<file path="src/rtl/rxc_pkg.sv">
package rxc_pkg;

  // Completed segment report as seen by the packer
  typedef struct packed {
    logic [7:0]  offset;
    logic        ie;
    logic        overrun;
    logic        crc_err;
    logic [3:0]  sof;
    logic [3:0]  eof;
    logic [11:0] len;
  } seg_info_t;

  localparam int LEN_W    = 12;
  localparam int DONE_BIT = 21;
  localparam int IE_BIT   = 23;

  // Status dword: eof_len half then flags/sof byte then offset byte
  function automatic logic [31:0] pack_status(seg_info_t s);
    logic [7:0] flags;
    flags = {s.ie, s.overrun, 1'b1, s.crc_err, s.sof};
    return {s.offset, flags, s.eof, s.len};
  endfunction

endpackage

</file>
<file path="src/rtl/rxc_ring_index.sv">
module rxc_ring_index #(
  parameter int RING_DEPTH = 16,
  localparam int IW = (RING_DEPTH > 1) ? $clog2(RING_DEPTH) : 1
) (
  input  logic          clk,
  input  logic          rst_n,
  input  logic          adv,
  input  logic          ci_wr,
  input  logic [15:0]   ci_wdata,
  output logic [IW-1:0] pi,
  output logic [IW-1:0] ci,
  output logic          full,
  output logic [IW-1:0] occupancy
);

  // Power-of-two depth: IW-bit arithmetic gives the modulo for free
  function automatic logic [IW-1:0] wrap_inc(logic [IW-1:0] x);
    return x + 1'b1;
  endfunction

  function automatic logic [IW-1:0] wrap_diff(logic [IW-1:0] a, logic [IW-1:0] b);
    return a - b;
  endfunction

  always_ff @(posedge clk) begin
    if (!rst_n) begin
      pi <= '0;
      ci <= '0;
    end else begin
      if (adv)   pi <= wrap_inc(pi);
      if (ci_wr) ci <= ci_wdata[IW-1:0];
    end
  end

  assign full      = (wrap_inc(pi) == ci);
  assign occupancy = wrap_diff(pi, ci);

  assert_pi_step_R3: assert property (@(posedge clk) disable iff (!rst_n)
    adv |=> (pi == IW'($past(pi) + 1'b1)));
  assert_full_hold_R5: assert property (@(posedge clk) disable iff (!rst_n)
    full |=> $stable(pi));
  assert_ci_hold_R8: assert property (@(posedge clk) disable iff (!rst_n)
    !ci_wr |=> $stable(ci));

endmodule

</file>
<file path="src/rtl/rxc_irq_status.sv">
module rxc_irq_status #(
  parameter int RING_DEPTH = 16,
  localparam int IW = (RING_DEPTH > 1) ? $clog2(RING_DEPTH) : 1
) (
  input  logic          clk,
  input  logic          rst_n,
  input  logic          post,
  input  logic          post_ie,
  input  logic [IW-1:0] occupancy,
  input  logic [IW-1:0] wmark_lvl,
  output logic          irq,
  output logic          wmark_hit
);

  always_ff @(posedge clk) begin
    if (!rst_n) irq <= 1'b0;
    else        irq <= post & post_ie;
  end

  assign wmark_hit = (occupancy >= wmark_lvl);

  assert_irq_pulse_R7: assert property (@(posedge clk) disable iff (!rst_n)
    irq |-> $past(post));

endmodule

</file>
<file path="src/rtl/rx_cmpl_writer.sv">
module rx_cmpl_writer
  import rxc_pkg::*;
#(
  parameter int RING_DEPTH = 16,
  localparam int IW = (RING_DEPTH > 1) ? $clog2(RING_DEPTH) : 1
) (
  input  logic          clk,
  input  logic          rst_n,
  input  logic          seg_valid,
  output logic          seg_ready,
  input  logic [11:0]   seg_len,
  input  logic [3:0]    seg_eof,
  input  logic [3:0]    seg_sof,
  input  logic          seg_crc_err,
  input  logic          seg_overrun,
  input  logic          seg_ie,
  input  logic [7:0]    seg_offset,
  input  logic          ci_wr,
  input  logic [15:0]   ci_wdata,
  input  logic [IW-1:0] wmark_lvl,
  output logic [31:0]   idx_reg,
  output logic          wb_valid,
  output logic [IW-1:0] wb_index,
  output logic [31:0]   wb_dw2,
  output logic          irq,
  output logic          wmark_hit
);

  logic [IW-1:0] pi, ci, occupancy;
  logic          full;
  logic          take;
  seg_info_t     info;

  assign seg_ready = ~full;
  assign take      = seg_valid & ~full;

  assign info = '{offset: seg_offset, ie: seg_ie, overrun: seg_overrun,
                  crc_err: seg_crc_err, sof: seg_sof, eof: seg_eof, len: seg_len};

  rxc_ring_index #(.RING_DEPTH(RING_DEPTH)) u_index (
    .clk(clk), .rst_n(rst_n), .adv(take), .ci_wr(ci_wr), .ci_wdata(ci_wdata),
    .pi(pi), .ci(ci), .full(full), .occupancy(occupancy)
  );

  rxc_irq_status #(.RING_DEPTH(RING_DEPTH)) u_irq (
    .clk(clk), .rst_n(rst_n), .post(take), .post_ie(seg_ie),
    .occupancy(occupancy), .wmark_lvl(wmark_lvl), .irq(irq), .wmark_hit(wmark_hit)
  );

  always_ff @(posedge clk) begin
    if (!rst_n) begin
      wb_valid <= 1'b0;
      wb_index <= '0;
      wb_dw2   <= '0;
    end else begin
      wb_valid <= take;
      if (take) begin
        wb_index <= pi;
        wb_dw2   <= pack_status(info);
      end
    end
  end

  assign idx_reg = {16'(pi), 16'(ci)};

  assert_done_set_R6: assert property (@(posedge clk) disable iff (!rst_n)
    wb_valid |-> wb_dw2[DONE_BIT]);
  assert_irq_gate_R7: assert property (@(posedge clk) disable iff (!rst_n)
    irq |-> (wb_valid && wb_dw2[IE_BIT]));
  assert_wb_slot_R3: assert property (@(posedge clk) disable iff (!rst_n)
    wb_valid |-> (wb_index == IW'(idx_reg[31:16] - 1'b1)));

endmodule

</file>
<file path="config.mk">
export PLATFORM = sky130hd
export DESIGN_NAME = rx_cmpl_writer
export DESIGN_NICKNAME = d
export VERILOG_FILES = /design/src/rtl/rxc_pkg.sv /design/src/rtl/rxc_ring_index.sv /design/src/rtl/rxc_irq_status.sv /design/src/rtl/rx_cmpl_writer.sv
export SDC_FILE = /design/constraint.sdc
export NUM_CORES = 1
export LEC_CHECK = 0
export CAP_MARGIN = 20
export CORE_AREA = 2 2 80 82
export CTS_CLUSTER_SIZE = 25
export DETAILED_ROUTE_END_ITERATION = 6
export DIE_AREA = 0 0 82 84
export PLACE_DENSITY = 0.89
export SETUP_SLACK_MARGIN = 0.02
export SLEW_MARGIN = 20
export SYNTH_ARGS = -nofsm -noshare
export SYNTH_HDL_FRONTEND = slang
export SYNTH_SLANG_ARGS = --single-unit
</file>
<file path="constraint.sdc">
create_clock -name clk -period 2.6 [get_ports clk]
set_clock_uncertainty 0.2 [all_clocks]
set_input_delay 0.39 -clock clk [delete_from_list [all_inputs] [get_ports clk]]
set_output_delay 0.39 -clock clk [all_outputs]
set_load 0.02 [all_outputs]
</file>
=== Yosys cells after proc, flatten, opt, wreduce, memory -nomap -nowiden ===
Cells that the tools add are included.

* Register bits: 46
* Bits of input ports: 55
* Logic and storage cells: 13

* $add $sub $neg: 2
* Magnitude comparators: 1
* Equal/unequal tests: 1
* Bitwise operators: 3

{| class="wikitable"
|+ Operators with widths
! kind !! count
|-
| $add 4x1->4 const B || 1
|-
| $eq 4x4->1 || 1
|-
| $ge 4x4->1 || 1
|-
| $sub 4x4->4 || 1
|-
| $and 1x1->1 || 2
|-
| $not 1->1 || 1
|}

=== Longest topological paths before layout ===
* Depth after elaboration: 5
* Depth in mapped cells: 8
* Gate-level depth less buffers: 8

=== By module ===
From an unflattened synthesis, not the netlist that was laid out.

* Cells, all modules: 246
* Area, all modules: 2272.2 sq um

{| class="wikitable"
|+ Modules (own cells, without submodules)
! module !! instances !! cells an instance !! area an instance (sq um) !! sequential area each (sq um)
|-
| rx_cmpl_writer || 1 || 183 || 1657.8 || 740.7
|-
| rxc_ring_index || 1 || 48 || 488.0 || 160.2
|-
| rxc_irq_status || 1 || 15 || 126.4 || 20.0
|}

=== Least setup slack after synthesis ===
OpenSTA, ideal clock, no wires.

* Kind: register -> output
* Start point: reg u_index.pi[0]
* End point: out wmark_hit
* Arrival time: 2.047 ns
* Required time: 2.010 ns
* Path slack: -0.037 ns
* Cell stages (with the launch flop): 9
* Path buffers: 0
* Cells stage by stage: dfxtp_1 > inv_1 > ha_1 > inv_1 > fa_1 > ha_1 > a21o_1 > a21o_1 > a21o_1

* Word-level cells in the longest chain between the ends: 2

{| class="wikitable"
|+ RTL lines
! element !! line !! source
|-
| start, declared || rxc_ring_index.sv:10 || <nowiki>output logic [IW-1:0] pi,</nowiki>
|-
| start signal, assigned || rxc_ring_index.sv:30 || <nowiki>if (adv) pi <= wrap_inc(pi);</nowiki>
|-
| $sub 4x4->4 || rxc_ring_index.sv:22 || <nowiki>return a - b;</nowiki>
|-
| $ge 4x4->1 || rxc_irq_status.sv:20 || <nowiki>assign wmark_hit = (occupancy >= wmark_lvl);</nowiki>
|-
| end, declared || rx_cmpl_writer.sv:26 || <nowiki>output logic wmark_hit</nowiki>
|}

No other way between the ends.

=== Final worst setup path ===
Ends and elaborated chain as after synthesis.

==> out/qor.yml <==
run_status:
  status: "finished with violations"
  failed_checks: "setup timing"
timing:
  grt_setup_unrepaired: "true"
  timing.fmax_ghz: 0.360
  drv_slew: 0
  period_needed_ns: 2.78
  final-setup-viol-count: 1
  period_share: 1.07
  hold_viol_final: 0
  worst_slack_ns: -0.181
  tns_ns: -0.181
power_and_ir_drop:
  power.net_switching_w: 0.000576
  p_clk_frac: 0.224
  swShare: 0.306
  cellPowerDensity_nw_per_um2: 565
  leakagePower_nw: 1.47
  combinationalPowerShare: 0.350
  internal-power_w: 0.00130
  seqPwrFrac: 0.426
  power_w: 0.00188
  max-vdd-ir-drop_uv: 286
placement:
  gp_congestion: 0.791
  place_area_um2: 3220
  port_buffers: 90
  dp_hpwl_um: 3760
  placed_cells: 417
setup_path:
  r2r_slack_ns: 0.39
  cp.arrival_ns: 2.19
  cp_common_cell: "a21o_1"
  start_kind: "flip-flop"
  critical_path.slowest_cell: "fa_1"
  rr_worst_depth: 8
  cp.required_ns: 2.01
  cp_slowest_stage_delay_ns: 0.41
  crit_buf_inv: 3
  timing.rr.start: "u_index.pi[1]"
  cp-end-kind: "output port"
  crit_path_cell_trace: "inv_2, ha_4, inv_2, fa_1, ha_1, a21o_1, a21o_1, a21o_1, buf_6"
  timing.rr.end: "wb_dw2[9]"
  setup.worst_path.class: "reg -> out"
  cpLargestDelayFamily: "adder cells"
  critPathMaxFanout: 2
synth:
  syn-cell-area_um2: 2270
  seq_area_frac_synth: 0.406
  yosysUniqueCellTypes: 28
  ys_ff_latch: 46
  syn_inst: 249
  synth.avg_cell_area_um2: 9.12
  ys_warn_count: 0
worst_hold_path:
  hp-start: "wb_dw2[2]"
  holdPathEnd: "wb_dw2[2]"
  hp-class: "reg -> reg"
  hold_depth: 2
layout:
  n_antenna_cell: 0
  seqCellArea_um2: 923
  fill_cells: 584
  design_area_um2: 3330
  multiInputGateArea_um2: 1170
  layout.nets: 413
  instances_no_fill: 425
  area.growth.synth_to_final_pct: 46.7
  drive_above_1_share: 0.101
  final_common_cell: "clkdlybuf4s50_1"
  final_cell_mix: "clkdlybuf4s50_1 (87), nand2_1 (75), dfxtp_1 (44)"
clock_tree:
  root_buffer: "clkbuf_8"
  cts_tree: "yes"
  cts.clk_slew.worst_paths_ns: 0.08
  clockBufferDepth: 2
  clock_latency_ns: 0.29
  h-tree-depth: 2
  cts_buffers: 5
  hold_buffers: 0
  numClockSinks: 46
floorplan:
  die-area_um2: 6890
  ios: 127
  die_w_um: 82
  start_util: 0.372
  dieHeight_um: 84
  coreArea_um2: 6100
  rows: 29
grt:
  grt_overflow: 0
  grt_pass1_vias: 1819
  grt.total_usage: 0.149
  grt_pass1_wl_um: 8080
  grt_max_degree: 32
  antenna_found_initial: 0
run:
  cap_violations: 0
drt:
  drc_errors: 0
  firstDrtPassIters: 4
  ant_nets: 0
  drt_iter0_drc: 59
  wl_per_cell_um: 11.8
  drt_wl_total_um: 5030
  dr_total_vias: 1886
  routed_via_density: 4.44
==> final cells by class <==
| type | instances | share of cell area |
|---|---|---|
| sequential | 46 | 0.277 |
| multi-input combinational | 181 | 0.350 |
| inverter | 8 | 0.00902 |
| tap | 77 | 0.0289 |
| clock buffer | 6 | 0.0248 |
| timing repair buffer | 107 | 0.310 |
==> worst register-to-register path, cell delays in order (launching register included) <==
cell	delay, ns
dfxtp_1	0.35
buf_4	0.16
ha_1	0.32
xor2_2	0.23
nor3_2	0.08
buf_4	0.14
a21boi_4	0.18
buf_4	0.28
mux2i_1	0.21
==> per-layer routing <==
layer  up-vias  track usage  part of all wire
met5         -            0                 0
met4         0       0.0439            0.0076
met3         6       0.0541             0.088
met2        69        0.262              0.51
met1       860        0.163              0.40
li1        951            -                 -
==> state kept, by name (all words and copies together) (netlist names) <==
name and flops:
u_irq.irq 1, wb_dw2 32, wb_valid 1, u_index.ci 4
wb_index 4, u_index.pi 4
==> cells in the mapped netlist <==
cell	instances	area [µm²]
clkbuf_1	9	33.8
inv_1	8	30.0
buf_4	24	180
a211o_1	2	17.5
buf_6	4	45.0
fa_1	1	20.0
a31oi_1	1	6.26
nand4_1	1	6.26
nor2_1	6	22.5
xor2_1	4	35.0
o21a_1	1	7.51
a21oi_1	2	10.0
nand2_1	75	282
a21boi_4	1	18.8
o21ai_0	1	5.00
nand2b_1	1	6.26
and2_1	1	6.26
and3_1	1	6.26
nand3_1	2	10.0
xor3_1	1	23.8
ha_1	8	100
nor3_2	1	10.0
mux2i_1	41	410
xor2_2	1	16.3
a21o_1	4	30.0
conb_1	1	3.75
nor4_1	1	6.26
dfxtp_1	46	921
==> worst max-delay path by stage <==
stage	cells after the start	start	slack [ns]	endpoint
floorplan	8	u_index.pi[0]	0.08	wmark_hit
global placement	9	u_index.pi[0]	-0.28	wmark_hit
detailed placement	9	u_index.pi[0]	-0.34	wmark_hit
CTS	9	u_index.pi[0]	-0.27	wmark_hit
global route	9	u_index.pi[0]	-0.25	wmark_hit
finish	9	u_index.pi[0]	-0.18	wmark_hit
==> through the flow <==
step           setup WS, ns  hold WS (ns)   util
2_1_floorplan        0.0756         0.332      -
3_3_place_gp         -0.276         0.241  0.528
3_5_place_dp         -0.340         0.247  0.528
4_1_cts              -0.266         0.265  0.547
5_1_grt              -0.255         0.280  0.546
6_report             -0.181         0.259  0.546
==> power by group through the flow <==
| stage | Combinational, W | Sequential [W] | Clock (W) |
|---|---|---|---|
| after CTS | 0.000662 | 0.000802 | 0.000445 |
| after global routing | 0.000710 | 0.000810 | 0.000461 |
| after floorplan | 0.000316 | 0.000899 | 0 |
| final | 0.000657 | 0.000802 | 0.000422 |
| after detailed placement | 0.000645 | 0.000817 | 0 |
| after global placement | 0.000632 | 0.000815 | 0 |
==> what timing repair did <==
item | CTS | global route
pin swaps | 6 | 4
endpoints found under the setup margin | 2 | 2
gates cloned | 0 | 0
gates resized for setup | 13 | 2
buffers inserted | 2 | 0
==> kinds of logic after synthesis <==
kind of cell / after synthesis / synth area share
muxes: 41 / 0.181
and+or+nand+nor: 89 / 0.157
adders and majority gates: 9 / 0.0529
xor gates and xnor gates: 6 / 0.0331
AOI/OAI and AO/OA: 12 / 0.0419
other: 1 / 0.00165
DFF: 46 / 0.406
buffers and inverters: 45 / 0.127
No activity file was read; power rests on OpenSTA's default activity.
